File: src/rtl/hrp_pkg.sv
package hrp_pkg;

    localparam int OFF_W = 12;

    typedef enum logic [3:0] {
        RID_CTRL, RID_CMD, RID_MASK, RID_TXCOPY, RID_TXMARK, RID_RXCOPY,
        RID_STATION, RID_RXDESC, RID_RXSTAT, RID_RXHOLD,
        RID_TXDESC, RID_TXSTAT, RID_TXHOLD, RID_NONE
    } reg_id_e;

    localparam logic [OFF_W-1:0] OFF_CTRL    = 12'h000;
    localparam logic [OFF_W-1:0] OFF_CMD     = 12'h004;
    localparam logic [OFF_W-1:0] OFF_MASK    = 12'h008;
    localparam logic [OFF_W-1:0] OFF_TXCOPY  = 12'h00C;
    localparam logic [OFF_W-1:0] OFF_TXMARK  = 12'h010;
    localparam logic [OFF_W-1:0] OFF_RXCOPY  = 12'h014;
    localparam logic [OFF_W-1:0] OFF_STATION = 12'h018;
    localparam logic [OFF_W-1:0] OFF_RXDESC  = 12'h020;
    localparam logic [OFF_W-1:0] OFF_RXSTAT  = 12'h028;
    localparam logic [OFF_W-1:0] OFF_RXHOLD  = 12'h030;
    localparam logic [OFF_W-1:0] OFF_TXDESC  = 12'h038;
    localparam logic [OFF_W-1:0] OFF_TXSTAT  = 12'h040;
    localparam logic [OFF_W-1:0] OFF_TXHOLD  = 12'h048;

    // Bit positions inside the transmit status word
    localparam int TXST_FULL_BIT = 16;
    localparam int TXST_LOW_BIT  = 17;
    localparam int CMD_RESET_BIT = 0;

    typedef struct packed {
        reg_id_e id;
        logic    wide;
        logic    can_rd;
        logic    can_wr;
    } reg_attr_t;

endpackage

File: src/rtl/hrp_decode.sv
module hrp_decode
    import hrp_pkg::*;
(
    input  logic [OFF_W-1:0] off,
    output reg_attr_t        attr
);
    always_comb begin
        attr = '{id: RID_NONE, wide: 1'b0, can_rd: 1'b0, can_wr: 1'b0};
        unique case (off)
            OFF_CTRL:    attr = '{id: RID_CTRL,    wide: 1'b0, can_rd: 1'b1, can_wr: 1'b1};
            OFF_CMD:     attr = '{id: RID_CMD,     wide: 1'b0, can_rd: 1'b0, can_wr: 1'b1};
            OFF_MASK:    attr = '{id: RID_MASK,    wide: 1'b0, can_rd: 1'b1, can_wr: 1'b1};
            OFF_TXCOPY:  attr = '{id: RID_TXCOPY,  wide: 1'b0, can_rd: 1'b1, can_wr: 1'b1};
            OFF_TXMARK:  attr = '{id: RID_TXMARK,  wide: 1'b0, can_rd: 1'b1, can_wr: 1'b1};
            OFF_RXCOPY:  attr = '{id: RID_RXCOPY,  wide: 1'b0, can_rd: 1'b1, can_wr: 1'b1};
            OFF_STATION: attr = '{id: RID_STATION, wide: 1'b1, can_rd: 1'b1, can_wr: 1'b0};
            OFF_RXDESC:  attr = '{id: RID_RXDESC,  wide: 1'b1, can_rd: 1'b1, can_wr: 1'b1};
            OFF_RXSTAT:  attr = '{id: RID_RXSTAT,  wide: 1'b1, can_rd: 1'b1, can_wr: 1'b0};
            OFF_RXHOLD:  attr = '{id: RID_RXHOLD,  wide: 1'b1, can_rd: 1'b1, can_wr: 1'b0};
            OFF_TXDESC:  attr = '{id: RID_TXDESC,  wide: 1'b1, can_rd: 1'b1, can_wr: 1'b1};
            OFF_TXSTAT:  attr = '{id: RID_TXSTAT,  wide: 1'b1, can_rd: 1'b1, can_wr: 1'b0};
            OFF_TXHOLD:  attr = '{id: RID_TXHOLD,  wide: 1'b1, can_rd: 1'b1, can_wr: 1'b0};
            default:     attr = '{id: RID_NONE,    wide: 1'b0, can_rd: 1'b0, can_wr: 1'b0};
        endcase
    end
endmodule

File: src/rtl/hrp_status.sv
module hrp_status
    import hrp_pkg::*;
#(
    parameter int CNT_W = 8,
    parameter int LVL_W = 10
) (
    input  logic [CNT_W-1:0] rx_pkt_count,
    input  logic [CNT_W-1:0] tx_pkt_count,
    input  logic [LVL_W-1:0] tx_free,
    input  logic [LVL_W-1:0] tx_occupancy,
    input  logic [31:0]      tx_copy_lim,
    input  logic [31:0]      tx_mark,
    output logic [63:0]      rx_word,
    output logic [63:0]      tx_word
);
    localparam int CNT_FIELD = 16;
    localparam int PAD_W     = 32 - LVL_W;

    logic [31:0] free_ext, occ_ext;
    logic        full_flag, low_flag;

    assign free_ext  = {{PAD_W{1'b0}}, tx_free};
    assign occ_ext   = {{PAD_W{1'b0}}, tx_occupancy};
    assign full_flag = free_ext < tx_copy_lim;
    assign low_flag  = occ_ext < tx_mark;

    always_comb begin
        rx_word = '0;
        rx_word[CNT_FIELD-1:0] = {{(CNT_FIELD-CNT_W){1'b0}}, rx_pkt_count};
        tx_word = '0;
        tx_word[CNT_FIELD-1:0] = {{(CNT_FIELD-CNT_W){1'b0}}, tx_pkt_count};
        tx_word[TXST_FULL_BIT] = full_flag;
        tx_word[TXST_LOW_BIT]  = low_flag;
    end
endmodule

File: src/rtl/hrp_park.sv
module hrp_park #(
    parameter int TAG_W = 4
) (
    input  logic             clk,
    input  logic             rst_n,
    input  logic             set,
    input  logic [TAG_W-1:0] set_tag,
    input  logic             engine_idle,
    input  logic             grant,
    output logic             held,
    output logic [TAG_W-1:0] held_tag,
    output logic             fire
);
    typedef struct packed {
        logic             valid;
        logic [TAG_W-1:0] tag;
    } slot_t;

    slot_t slot_d, slot_q;

    assign held     = slot_q.valid;
    assign held_tag = slot_q.tag;
    assign fire     = slot_q.valid && engine_idle && grant;

    always_comb begin
        slot_d = slot_q;
        if (fire) begin
            slot_d.valid = 1'b0;
        end else if (set) begin
            slot_d.valid = 1'b1;
            slot_d.tag   = set_tag;
        end
    end

    always_ff @(posedge clk or negedge rst_n) begin
        if (!rst_n) slot_q <= '0;
        else        slot_q <= slot_d;
    end
endmodule

File: src/rtl/pkt_host_regport.sv
module pkt_host_regport
    import hrp_pkg::*;
#(
    parameter int          ADDR_W        = 16,
    parameter int          TAG_W         = 4,
    parameter int          CNT_W         = 8,
    parameter int          LVL_W         = 10,
    parameter logic [31:0] CTRL_DFLT     = 32'h0000_0000,
    parameter logic [31:0] MASK_DFLT     = 32'h0000_0013,
    parameter logic [31:0] TXCOPY_DFLT   = 32'd64,
    parameter logic [31:0] TXMARK_DFLT   = 32'd128,
    parameter logic [31:0] RXCOPY_DFLT   = 32'd256,
    parameter logic [63:0] STATION_ADDR  = 64'h0000_0A1B_2C3D_4E5F
) (
    input  logic              clk,
    input  logic              rst_n,
    input  logic              req_valid,
    output logic              req_ready,
    input  logic              req_write,
    input  logic [ADDR_W-1:0] req_addr,
    input  logic              req_size,
    input  logic [63:0]       req_wdata,
    input  logic [TAG_W-1:0]  req_tag,
    input  logic [CNT_W-1:0]  rx_pkt_count,
    input  logic [CNT_W-1:0]  tx_pkt_count,
    input  logic [LVL_W-1:0]  tx_free,
    input  logic [LVL_W-1:0]  tx_occupancy,
    input  logic              rx_idle,
    input  logic              tx_idle,
    output logic              rsp_valid,
    output logic              rsp_err,
    output logic [TAG_W-1:0]  rsp_tag,
    output logic [63:0]       rsp_rdata,
    output logic              fifo_clear
);
    typedef struct packed {
        logic [31:0]      ctrl;
        logic [31:0]      mask;
        logic [31:0]      txcopy;
        logic [31:0]      txmark;
        logic [31:0]      rxcopy;
        logic [63:0]      rxdesc;
        logic [63:0]      txdesc;
        logic             rsp_valid;
        logic             rsp_err;
        logic [TAG_W-1:0] rsp_tag;
        logic [63:0]      rsp_data;
        logic             fclr;
    } state_t;

    state_t st_d, st_q;

    logic             unused_addr_hi;
    reg_attr_t        attr;
    logic [63:0]      rx_word, tx_word;
    logic             rx_held, tx_held, rx_fire, tx_fire;
    logic [TAG_W-1:0] rx_ptag, tx_ptag;
    logic             rx_set, tx_set;
    logic             bad, park_rx_now, park_tx_now, dup_rx, dup_tx;
    logic [63:0]      rd_val;

    assign unused_addr_hi = ^req_addr[ADDR_W-1:OFF_W];

    hrp_decode u_dec (
        .off  (req_addr[OFF_W-1:0]),
        .attr (attr)
    );

    hrp_status #(.CNT_W(CNT_W), .LVL_W(LVL_W)) u_stat (
        .rx_pkt_count (rx_pkt_count),
        .tx_pkt_count (tx_pkt_count),
        .tx_free      (tx_free),
        .tx_occupancy (tx_occupancy),
        .tx_copy_lim  (st_q.txcopy),
        .tx_mark      (st_q.txmark),
        .rx_word      (rx_word),
        .tx_word      (tx_word)
    );

    hrp_park #(.TAG_W(TAG_W)) u_park_rx (
        .clk         (clk),
        .rst_n       (rst_n),
        .set         (rx_set),
        .set_tag     (req_tag),
        .engine_idle (rx_idle),
        .grant       (1'b1),
        .held        (rx_held),
        .held_tag    (rx_ptag),
        .fire        (rx_fire)
    );

    hrp_park #(.TAG_W(TAG_W)) u_park_tx (
        .clk         (clk),
        .rst_n       (rst_n),
        .set         (tx_set),
        .set_tag     (req_tag),
        .engine_idle (tx_idle),
        .grant       (!rx_fire),
        .held        (tx_held),
        .held_tag    (tx_ptag),
        .fire        (tx_fire)
    );

    // A releasable parked read owns the response slot this cycle
    assign req_ready = !((rx_held && rx_idle) || (tx_held && tx_idle));

    always_comb begin
        dup_rx      = !req_write && attr.id == RID_RXHOLD && !rx_idle && rx_held;
        dup_tx      = !req_write && attr.id == RID_TXHOLD && !tx_idle && tx_held;
        bad         = attr.id == RID_NONE
                   || req_size != attr.wide
                   || (req_write ? !attr.can_wr : !attr.can_rd)
                   || dup_rx || dup_tx;
        park_rx_now = !req_write && attr.id == RID_RXHOLD && !rx_idle;
        park_tx_now = !req_write && attr.id == RID_TXHOLD && !tx_idle;
    end

    always_comb begin
        rd_val = '0;
        unique case (attr.id)
            RID_CTRL:    rd_val = {32'h0, st_q.ctrl};
            RID_MASK:    rd_val = {32'h0, st_q.mask};
            RID_TXCOPY:  rd_val = {32'h0, st_q.txcopy};
            RID_TXMARK:  rd_val = {32'h0, st_q.txmark};
            RID_RXCOPY:  rd_val = {32'h0, st_q.rxcopy};
            RID_STATION: rd_val = STATION_ADDR;
            RID_RXDESC:  rd_val = st_q.rxdesc;
            RID_TXDESC:  rd_val = st_q.txdesc;
            RID_RXSTAT,
            RID_RXHOLD:  rd_val = rx_word;
            RID_TXSTAT,
            RID_TXHOLD:  rd_val = tx_word;
            default:     rd_val = '0;
        endcase
    end

    always_comb begin
        st_d           = st_q;
        st_d.rsp_valid = 1'b0;
        st_d.rsp_err   = 1'b0;
        st_d.rsp_data  = '0;
        st_d.fclr      = 1'b0;
        rx_set         = 1'b0;
        tx_set         = 1'b0;
        if (rx_fire) begin
            st_d.rsp_valid = 1'b1;
            st_d.rsp_tag   = rx_ptag;
            st_d.rsp_data  = rx_word;
        end else if (tx_fire) begin
            st_d.rsp_valid = 1'b1;
            st_d.rsp_tag   = tx_ptag;
            st_d.rsp_data  = tx_word;
        end else if (req_valid) begin
            st_d.rsp_tag = req_tag;
            if (bad) begin
                st_d.rsp_valid = 1'b1;
                st_d.rsp_err   = 1'b1;
            end else if (req_write) begin
                st_d.rsp_valid = 1'b1;
                unique case (attr.id)
                    RID_CTRL:   st_d.ctrl   = req_wdata[31:0];
                    RID_MASK:   st_d.mask   = req_wdata[31:0];
                    RID_TXCOPY: st_d.txcopy = req_wdata[31:0];
                    RID_TXMARK: st_d.txmark = req_wdata[31:0];
                    RID_RXCOPY: st_d.rxcopy = req_wdata[31:0];
                    RID_RXDESC: st_d.rxdesc = req_wdata;
                    RID_TXDESC: st_d.txdesc = req_wdata;
                    RID_CMD: begin
                        if (req_wdata[CMD_RESET_BIT]) begin
                            st_d.ctrl   = CTRL_DFLT;
                            st_d.mask   = MASK_DFLT;
                            st_d.txcopy = TXCOPY_DFLT;
                            st_d.txmark = TXMARK_DFLT;
                            st_d.rxcopy = RXCOPY_DFLT;
                            st_d.rxdesc = '0;
                            st_d.txdesc = '0;
                            st_d.fclr   = 1'b1;
                        end
                    end
                    default: ;
                endcase
            end else if (park_rx_now) begin
                rx_set = 1'b1;
            end else if (park_tx_now) begin
                tx_set = 1'b1;
            end else begin
                st_d.rsp_valid = 1'b1;
                st_d.rsp_data  = rd_val;
            end
        end
    end

    always_ff @(posedge clk or negedge rst_n) begin
        if (!rst_n) begin
            st_q        <= '0;
            st_q.ctrl   <= CTRL_DFLT;
            st_q.mask   <= MASK_DFLT;
            st_q.txcopy <= TXCOPY_DFLT;
            st_q.txmark <= TXMARK_DFLT;
            st_q.rxcopy <= RXCOPY_DFLT;
        end else begin
            st_q <= st_d;
        end
    end

    assign rsp_valid  = st_q.rsp_valid;
    assign rsp_err    = st_q.rsp_err;
    assign rsp_tag    = st_q.rsp_tag;
    assign rsp_rdata  = st_q.rsp_data;
    assign fifo_clear = st_q.fclr;

endmodule

File: config.mk
export PLATFORM = sky130hd
export DESIGN_NAME = pkt_host_regport
export DESIGN_NICKNAME = d
export VERILOG_FILES = /design/src/rtl/hrp_pkg.sv /design/src/rtl/hrp_decode.sv /design/src/rtl/hrp_status.sv /design/src/rtl/hrp_park.sv /design/src/rtl/pkt_host_regport.sv
export SDC_FILE = /design/constraint.sdc
export NUM_CORES = 1
export LEC_CHECK = 0
export ABC_AREA = 1
export BUFFER_PORTS_ARGS = -buffer_cell sky130_fd_sc_hd__buf_4
export CELL_PAD_IN_SITES_DETAIL_PLACEMENT = 1
export CELL_PAD_IN_SITES_GLOBAL_PLACEMENT = 1
export CORE_MARGIN = 1
export CORE_UTILIZATION = 40
export DETAILED_ROUTE_END_ITERATION = 16
export PLACE_DENSITY_LB_ADDON = 0.1
export RECOVER_POWER = 25
export SYNTH_ARGS = -nofsm -noshare
export SYNTH_HDL_FRONTEND = slang
export SYNTH_SLANG_ARGS = --single-unit
File: constraint.sdc
create_clock -name clk -period 2 [get_ports clk]
set_clock_uncertainty 0.2 [all_clocks]
set_input_delay 0.2 -clock clk [delete_from_list [all_inputs] [get_ports clk]]
set_output_delay 0.2 -clock clk [all_outputs]
set_load 0.1 [all_outputs]
==> flow_summary.json, run 1 <==
{
  "outcome": "complete, but fails checks",
  "violations": "negative setup slack",
  "cts_buffers": 44,
  "reg2reg_from": "st_q[244]",
  "rows": 79,
  "ys_top_cells_by_area": "dfrtp_1 (48%), inv_1 (11%), nand2_1 (9.9%)",
  "ys_async_sr_fraction": 1.00,
  "clkSinkCount": 369,
  "crit_path_end_kind": "flip-flop",
  "r2r_slack_ps": -210,
  "critPathArrivalTime_ps": 2540,
  "core_area_mm2": 0.0466,
  "hp-start": "req_valid",
  "relSlewSlack": 0.126,
  "dieWidth_um": 219,
  "powerDensity_mw_per_mm2": 613,
  "grt_util_all_layers": 0.278,
  "ys.flop_type": "dfrtp_1",
  "hpwl_um": 42900,
  "hold_depth": 6,
  "synthCells": 2378,
  "report.final.hold_viol_count": 0,
  "min-delay-path-class": "in -> reg",
  "setup_violations": 315,
  "cts_tree": "built",
  "timing.hold.ws_ps": 66.0,
  "syn_area_mm2": 0.0189,
  "p_leak_nw": 13.7,
  "fin_setup_tns_ps": -26370,
  "drt_wl_total_um": 81600,
  "grt_pass1_vias": 18300,
  "synth_edf_count": 0,
  "worst_slack_ps": -227,
  "worstSkewPairLatency_ps": 600,
  "place.gp.congestion": 0.885,
  "clk_pin_slew_ps": 60,
  "grt_pass1_wl_um": 103000,
  "clockBufferDepth": 3,
  "grt_max_degree": 61,
  "ir_drop_mv": 0.603,
  "startpoint_type": "primary input",
  "wl_per_cell_um": 23.3,
  "synth_top_area_frac": 0.481,
  "antenna_found_initial": 2,
  "yosysUniqueCellTypes": 49,
  "layout_common_cells": "inv_1 (531), buf_4 (372), nand2_1 (363), dfrtp_1 (363), o21ai_1 (170)",
  "final_max_slew_viol_count": 0,
  "cts_root_buffer": "clkbuf_16",
  "path_max_fanout": 11,
  "fillers": 5343,
  "holdPathEnd": "rsp_tag[0]",
  "dieArea_mm2": 0.0481,
  "ys_warn_count": 0,
  "reg2reg_to": "rsp_rdata[17]",
  "max_freq_ghz": 0.449,
  "postLayoutCoreUtil": 0.598,
  "final_common_cell": "inv_1",
  "ys_ff_latch": 369,
  "htree_num_levels": 2,
  "synth_adder_area_share": 0.0119,
  "nNetsFinal": 3011,
  "grt_overflow": 0,
  "tightest_slew_ps": 1310,
  "firstDrtPassIters": 5,
  "first_iter_violations": 1141,
  "portBuffers": 194,
  "critPathRequiredTime_ps": 2310,
  "boundaryPins": 199,
  "synth_compound_area_frac": 0.142,
  "timing.final.crit_share": 1.11,
  "synth_area_per_cell_um2": 7.94,
  "synth_top_family_by_area": "simple AND/OR/NAND/NOR gates",
  "ant_nets": 0,
  "yosys.area_share.simple": 0.185,
  "vias": 18600,
  "drive_above_1_share": 0.341,
  "dieHeight_um": 219,
  "synth_fp_nets": 2523,
  "synth-seq-area-share": 0.489,
  "vias_per_cell": 5.30,
  "synth_largest_area_cell": "dfrtp_1",
  "start_util": 0.406,
  "yosys.area_share.xor_xnor": 0,
  "pre_cts_ws_ps": -713,
  "synthToLayoutAreaGrowth_pct": 47.3,
  "synth.mux.area_fraction": 0,
  "min_period_ps": 2230,
  "worst-r2r-cell-count": 10,
  "rsz0062_at_grt": "true",
  "drv_cap": 0,
  "critPathKind": "in -> reg",
  "drc": 0
}
[sequential cells by signal (all words and copies together) (netlist names)]
| register | count |
|---|---|
| u_park_rx.held_tag | 4 |
| st_q | 288 |
| u_park_tx.held_tag | 4 |
| u_park_tx.held | 1 |
| rsp_tag | 4 |
| rsp_err | 1 |
| rsp_valid | 1 |
| rsp_rdata | 64 |
| fifo_clear | 1 |
| u_park_rx.held | 1 |
[per-stage QoR]
step	std cells	power, mW	cell area [um2]
3_5_place_dp	3244	8.53	22300
4_1_cts	3422	17.0	25000
5_1_grt	3506	17.5	27800
2_1_floorplan	2378	7.94	19100
3_3_place_gp	3244	8.51	22300
6_report	3507	17.1	27800
[power by group]
part	internal [mW]	switching [mW]	leakage, nW
Sequential	7.48	0.0114	4.10
Combinational	0.483	0.676	8.89
Clock	4.98	3.43	0.741
Total	12.9	4.12	13.7
[area by class of cell]
class | instances | area, um2 | share of cell area
inverters | 559 | 2120 | 0.0761
flip-flops and latches | 369 | 9240 | 0.332
well taps | 607 | 759 | 0.0273
clock buffers | 69 | 1380 | 0.0495
repair buffers | 609 | 6340 | 0.228
diodes | 1 | 2.50 | 0.0000899
clock inverters | 10 | 115 | 0.00414
multi-input cells | 1283 | 7870 | 0.283
[layer usage]
metal / up-vias / part of all wire / GRT usage
li1: 8299 / - / -
met1: 9402 / 0.40 / 0.365
met2: 664 / 0.49 / 0.477
met3: 237 / 0.058 / 0.0399
met4: 2 / 0.044 / 0.0734
met5: - / 0.00016 / 0
[how the worst max path moves through the flow]
stage                startpoint                     to  slack [ps]  depth (start not counted)
CTS                   st_q[238]          rsp_rdata[17]        -160                         13
global placement    req_addr[0]          rsp_rdata[28]        -640                         14
detailed placement  req_addr[6]  u_park_tx.held_tag[3]        -710                         15
finish              req_addr[9]              st_q[331]        -230                         18
floorplan           req_addr[9]               st_q[75]        -200                         16
global route        req_addr[6]              st_q[331]        -350                         18
[Yosys cell counts, types with 3 or more instances]
cell type  instances
inv_1            538
nand2_1          499
dfrtp_1          363
o21ai_1          256
nor2_1           121
o21ai_0           73
buf_4             69
nand3_1           59
o22ai_1           50
clkbuf_1          44
a21oi_1           30
buf_6             30
buf_2             25
a21oi_2           22
nor4_1            22
nor3_1            20
inv_2             19
ha_1              18
nand4_1           17
a221oi_1          10
o211ai_1          10
nand3_2            8
nor2_2             8
dfstp_2            6
nand2_2            6
nand2_4            6
nor2_4             6
o21ai_2            6
o221ai_1           6
a211oi_1           3
nand3_4            3
o2111ai_1          3
[logic make-up after synthesis]
kind of cell | Yosys count
simple gates | 786
compound gates | 476
buf+inv | 729
fa+ha+maj | 18
flops | 369
[worst max-delay path, cell delays in order]
cell and delay, ps:
buf_4 120, nor2_4 160, nand2_8 120, nor2_8 210
nand3_4 110, nand2_4 100, inv_2 50, nand3_2 50
nand2_2 60, nor2_4 140, nand3_4 130, clkinv_8 100
buf_4 110, buf_4 110, nand3_4 190, buf_6 210
buf_16 160, o21ai_1 170
[what timing repair did]
item / in CTS / in global routing
buffers inserted: 2 / 39
hold buffers: 93 / 1
gates cloned: 4 / 51
hold endpoints to repair: 676 / 5
pin swaps: 13 / 45
resized for setup: 41 / 447
endpoints found under the setup margin: 66 / 346
Note: power is estimated with default switching activity, not from simulation.
==> inputs of run 2 (changes only) <==
--- a/config.mk
+++ b/config.mk
@@ -5,12 +5,12 @@
 export SDC_FILE = /design/constraint.sdc
 export NUM_CORES = 1
 export LEC_CHECK = 0
-export ABC_AREA = 1
+export ABC_AREA = 0
 export BUFFER_PORTS_ARGS = -buffer_cell sky130_fd_sc_hd__buf_4
 export CELL_PAD_IN_SITES_DETAIL_PLACEMENT = 1
 export CELL_PAD_IN_SITES_GLOBAL_PLACEMENT = 1
 export CORE_MARGIN = 1
-export CORE_UTILIZATION = 40
+export CORE_UTILIZATION = 42
 export DETAILED_ROUTE_END_ITERATION = 16
 export PLACE_DENSITY_LB_ADDON = 0.1
 export RECOVER_POWER = 25
==> flow_summary.json, run 2 <==
{
  "outcome": "complete, but fails checks",
  "violations": "negative setup slack",
  "rsz0062_at_grt": "true",
  "worstSkewPairLatency_ps": 600,
  "final_max_slew_viol_count": 0,
  "fin_setup_tns_ps": -161170,
  "critPathKind": "reg -> reg",
  "hpwl_um": 39300,
  "synth_edf_count": 0,
  "largest-register": "st_q",
  "grt_pass1_vias": 18000,
  "clkSinkCount": 369,
  "drv_cap": 0,
  "synth_largest_area_cell": "dfrtp_1",
  "min_period_ps": 2690,
  "dieHeight_um": 203,
  "finalInstanceArea_mm2": 0.0267,
  "place.gp.congestion": 0.857,
  "synth-seq-area-share": 0.546,
  "synth.most_common_cell": "dfrtp_1",
  "powerDensity_mw_per_mm2": 631,
  "start_util": 0.426,
  "first_iter_violations": 1974,
  "placed_area_mm2": 0.0206,
  "antenna_found_initial": 2,
  "wl_per_cell_um": 32.8,
  "synth_top_area_frac": 0.537,
  "met1_usage": 0.442,
  "synth_fp_nets": 1784,
  "p_leak_nw": 12.2,
  "final_common_cell": "buf_4",
  "crit_chain": "buf_6 -> and2_4 -> a21oi_4 -> o2111a_2 -> nand3_4 -> buf_6 -> clkbuf_16 -> buf_16 -> o21ai_2 -> o21ai_2",
  "rows": 73,
  "max_freq_ghz": 0.372,
  "synthTopCellsByCount": "dfrtp_1 (363), o21ai_0 (361), nand2_1 (184), clkbuf_1 (91), buf_4 (69)",
  "setup_violations": 601,
  "synthToLayoutAreaGrowth_pct": 57.6,
  "worst-r2r-cell-count": 10,
  "vias_per_cell": 6.56,
  "largest_reg_flops": 288,
  "report.final.hold_viol_count": 0,
  "synthCells": 1639,
  "grt_max_degree": 65,
  "grt_overflow": 0,
  "core_area_mm2": 0.0397,
  "ant_nets": 0,
  "cts_buffers": 41,
  "ys_warn_count": 0,
  "cts_tree": "built",
  "drt_wl_total_um": 87800,
  "finalPower_mw": 16.8,
  "layout_common_cells": "buf_4 (405), dfrtp_1 (363), o21ai_2 (175), nand2_1 (163), o21ai_1 (135)",
  "slowest_delay_ps": 420,
  "drc": 0,
  "firstDrtPassIters": 6,
  "yosysUniqueCellTypes": 65,
  "ys_top_cells_by_area": "dfrtp_1 (54%), o21ai_0 (11%), nand2_1 (4.1%)",
  "ir_drop_mv": 0.581,
  "grt_util_met2": 0.618,
  "clk_pin_slew_ps": 70,
  "grt_util_all_layers": 0.364,
  "critPathRequiredTime_ps": 2220,
  "ys.flop_type": "dfrtp_1",
  "timing.hold.ws_ps": 30.6,
  "cpMaxStageDelayCell": "dfrtp_1",
  "timing.final.crit_share": 1.35,
  "syn_area_mm2": 0.0169,
  "clockBufferDepth": 3,
  "htree_num_levels": 2,
  "pre_cts_ws_ps": -908,
  "nNetsFinal": 2266,
  "startpoint_type": "flip-flop",
  "synth_area_per_cell_um2": 10.3,
  "grt_pass1_wl_um": 113000,
  "vias": 17600,
  "critPathArrivalTime_ps": 2920,
  "min-delay-path-class": "in -> reg",
  "ys_ff_latch": 369,
  "cts_root_buffer": "clkbuf_16",
  "tightest_slew_ps": 1170,
  "relSlewSlack": 0.223,
  "drive_above_1_share": 0.470,
  "dieWidth_um": 203,
  "path_max_fanout": 6,
  "hold_depth": 5,
  "dieArea_mm2": 0.0411,
  "portBuffers": 194,
  "worst_slack_ps": -692,
  "busiest_layer": "met2",
  "met3_usage": 0.0692,
  "ys_async_sr_fraction": 1.00,
  "crit_path_end_kind": "flip-flop",
  "boundaryPins": 199
}
## run 2: changes by cell type after synthesis, sizes merged, moves of 34 or more
cell	before	now
mux2	0	67
a22oi	0	57
nand3	70	7
nor2	137	59
clkbuf	44	91
nand2	512	184
a222oi	0	40
inv	558	31
a21oi	52	18
o22ai	50	5
## run 2: path summary, 6_finish.rpt
| path | from | endpoint | slack, ps |
|---|---|---|---|
| max | u_park_rx.held | st_q[248] | -690 |
| min | tx_idle | rsp_valid | 30 |
| max reg2reg | u_park_rx.held | st_q[248] | -690 |
| min reg2reg | st_q[204] | st_q[204] | 290 |
| max in group asynchronous | rst_n | rsp_rdata[30] | -190 |
| min in group asynchronous | rst_n | st_q[102] | 780 |
## run 2: layout make-up
class / instances / area, um2
fillers: 3883 / 13100
clock inverters: 12 / 128
flip-flops and latches: 369 / 9240
clock buffers: 60 / 1240
inverters: 31 / 116
well taps: 525 / 657
repair buffers: 635 / 6740
multi-input cells: 1043 / 8540
diodes: 3 / 7.51
## run 2: worst max-delay path, delay by kind of cell (launching register included)
family                 cells  cell delay [ps]
AOI/OAI and AO/OA          4              900
buffers and inverters      4              670
DFF                        1              420
and+or+nand+nor            2              310
## run 2: cell families after synthesis
logic type	share of synthesized area
multiplexers	0.0573
AND/OR/NAND/NOR	0.107
XOR/XNOR	0.000518
buffers and inverters	0.0696
adder cells (fa/ha/maj)	0.0133
AO/OA/AOI/OAI	0.206
flip-flops	0.546
## run 2: report_power, final
| part | switching [mW] | leakage (nW) | internal [mW] |
|---|---|---|---|
| Sequential | 0.0119 | 5.10 | 7.48 |
| Combinational | 0.808 | 6.39 | 0.563 |
| Clock | 3.40 | 0.678 | 4.55 |
| Total | 4.22 | 12.2 | 12.6 |
## run 2: stage by stage
stage | cells | util
final | 2678 | 0.671
after global routing | 2677 | 0.671
after CTS | 2645 | 0.636
after detailed placement | 2418 | 0.520
after global placement | 2418 | 0.520
after floorplan | 1639 | -
## run 2: repair_timing
action                                  CTS  global route
cloned                                   34            19
endpoints found under the hold margin   674             0
resized for setup                       468           265
pin swaps                                79            49
endpoints found under the setup margin  364           364
buffers inserted                         26            19
hold buffers                             95             0
## run 2: layer usage
metal	wire, um	share of wire
met2	41200	0.47
met1	31600	0.36
met3	8000	0.091
met5	0	0
met4	6920	0.079
==> inputs of run 3 (changes only) <==
--- a/config.mk
+++ b/config.mk
@@ -9,6 +9,7 @@
 export BUFFER_PORTS_ARGS = -buffer_cell sky130_fd_sc_hd__buf_4
 export CELL_PAD_IN_SITES_DETAIL_PLACEMENT = 1
 export CELL_PAD_IN_SITES_GLOBAL_PLACEMENT = 1
+export CORE_ASPECT_RATIO = 0.7
 export CORE_MARGIN = 1
 export CORE_UTILIZATION = 42
 export DETAILED_ROUTE_END_ITERATION = 16
==> flow_summary.json, run 3 (same netlist as run 2, synthesis figures left out) <==
{
  "vias_per_cell": 6.18,
  "worst-r2r-cell-count": 12,
  "crit_path_frequent_cell": "buf_6",
  "grt_pass1_wl_um": 101000,
  "critPathArrivalTime_ps": 2830,
  "placed_area_mm2": 0.0205,
  "dieWidth_um": 242,
  "startpoint_type": "flip-flop",
  "clk_pin_slew_ps": 60,
  "first_iter_violations": 1783,
  "layout_common_cells": "buf_4 (374), dfrtp_1 (363), o21ai_2 (163), nand2_1 (139), o21ai_1 (114)",
  "final_max_slew_viol_count": 0,
  "outcome": "complete, but fails checks",
  "antenna_found_initial": 2,
  "hpwl_um": 38600,
  "setup_violations": 387,
  "vias": 16300,
  "nNetsFinal": 2213,
  "min-delay-path-class": "in -> reg",
  "max_freq_ghz": 0.385,
  "fillers": 4016,
  "worst_slack_ps": -600,
  "min_period_ps": 2600,
  "grt_pass1_vias": 16600,
  "htree_num_levels": 2,
  "dieArea_mm2": 0.0411,
  "drt_wl_total_um": 75300,
  "place.gp.congestion": 0.863,
  "firstDrtPassIters": 8,
  "drive_above_1_share": 0.442,
  "synthToLayoutAreaGrowth_pct": 51.5,
  "finalPower_mw": 16.1,
  "critPathRequiredTime_ps": 2230,
  "finalInstanceArea_mm2": 0.0256,
  "hold_depth": 4,
  "tightest_slew_ps": 1180,
  "dieHeight_um": 170,
  "core_area_mm2": 0.0397,
  "wl_per_cell_um": 28.6,
  "final_common_cell": "buf_4",
  "drc": 0,
  "rsz0062_at_grt": "true",
  "cts_buffers": 39,
  "worstSkewPairLatency_ps": 580,
  "start_util": 0.426,
  "crit_chain": "buf_6 -> a311oi_2 -> buf_4 -> and3_4 -> buf_4 -> buf_6 -> nand4_1 -> buf_6 -> clkbuf_16 -> clkbuf_16 -> nand2_1 -> o21ai_1",
  "grt_util_all_layers": 0.320,
  "rows": 61,
  "dp.cells": 2402,
  "path_max_fanout": 7,
  "timing.final.crit_share": 1.30,
  "crit_path_end_kind": "flip-flop",
  "pre_cts_ws_ps": -916,
  "grt_overflow": 0,
  "ant_nets": 0,
  "relSlewSlack": 0.216,
  "cpMaxStageDelayCell": "dfrtp_1",
  "ir_drop_mv": 0.554,
  "portBuffers": 194,
  "clkSinkCount": 369,
  "slowest_delay_ps": 420,
  "cts_root_buffer": "clkbuf_16",
  "largest_reg_flops": 288,
  "boundaryPins": 199,
  "p_leak_nw": 11.8,
  "drv_cap": 0,
  "postLayoutCoreUtil": 0.646,
  "cts_tree": "built",
  "grt_max_degree": 82,
  "powerDensity_mw_per_mm2": 629,
  "clockBufferDepth": 3,
  "violations": "negative setup slack",
  "largest-register": "st_q",
  "report.final.hold_viol_count": 0,
  "critPathKind": "reg -> reg",
  "instances_no_fill": 2635
}
==> run 3: cell types whose count changed in the layout (fill, tap and decap cells not counted), sizes merged <==
cell / previous run / this run
clkinvlp: 1 / 0
clkbuf: 77 / 87
bufinv: 2 / 1
or2: 5 / 4
clkinv: 9 / 7
diode: 3 / 2
dlygate4sd3: 94 / 90
buf: 524 / 469
inv: 31 / 33
==> run 3: per-layer routing <==
metal,share of wire,track usage,vias to the layer above
met4,0.038,0.118,0
met1,0.40,0.432,8448
met2,0.48,0.519,839
li1,-,-,6808
met5,0,0,-
met3,0.078,0.0535,195
==> run 3: area by class of cell <==
class | count | area (um2) | share of cell area
Inverter | 31 | 116 | 0.00454
Timing Repair Buffer | 585 | 6150 | 0.240
Tap cell | 535 | 669 | 0.0261
Multi-Input combinational cell | 1042 | 8200 | 0.320
Sequential cell | 369 | 9240 | 0.360
Clock inverter | 10 | 93.8 | 0.00366
Clock buffer | 61 | 1170 | 0.0457
Antenna cell | 2 | 5.00 | 0.000195
==> run 3: worst paths after layout <==
path	slack, ps	to	start
worst max-delay path	-600	st_q[133]	u_park_tx.held
worst min-delay path	40	u_park_rx.held	req_valid
worst max register to register	-600	st_q[133]	u_park_tx.held
worst min register to register	280	st_q[296]	st_q[296]
max in group asynchronous	-30	rsp_rdata[27]	rst_n
min in group asynchronous	290	st_q[297]	rst_n
==> run 3: critical path: cells and delay by family (launching register included) <==
family / cells / cell delay [ps]
flip-flops: 1 / 420
buffers and inverters: 7 / 1110
AO/OA/AOI/OAI: 2 / 330
AND/OR/NAND/NOR: 3 / 400
==> run 3: report_power, final <==
| part | internal, mW | leakage (nW) | switching (mW) | total, mW |
|---|---|---|---|---|
| Combinational | 0.500 | 6.07 | 0.723 | 1.22 |
| Clock | 4.18 | 0.627 | 3.24 | 7.42 |
| Sequential | 7.48 | 5.10 | 0.0113 | 7.49 |
==> run 3: stage by stage <==
stage               hold WS (ps)  TNS [ps]
floorplan                   -296   -220550
global placement            -115   -255210
detailed placement          -114   -278160
CTS                         6.77   -125150
global route                65.9   -200760
finish                      37.3   -168050
==> run 3: what timing repair did <==
| item | in CTS | in global routing |
|---|---|---|
| cloned | 17 | 29 |
| setup buffers | 16 | 11 |
| hold endpoints to repair | 678 | 0 |
| pin swaps | 30 | 53 |
| gates resized for setup | 244 | 354 |
| endpoints found under the setup margin | 366 | 387 |
| hold buffers | 90 | 0 |
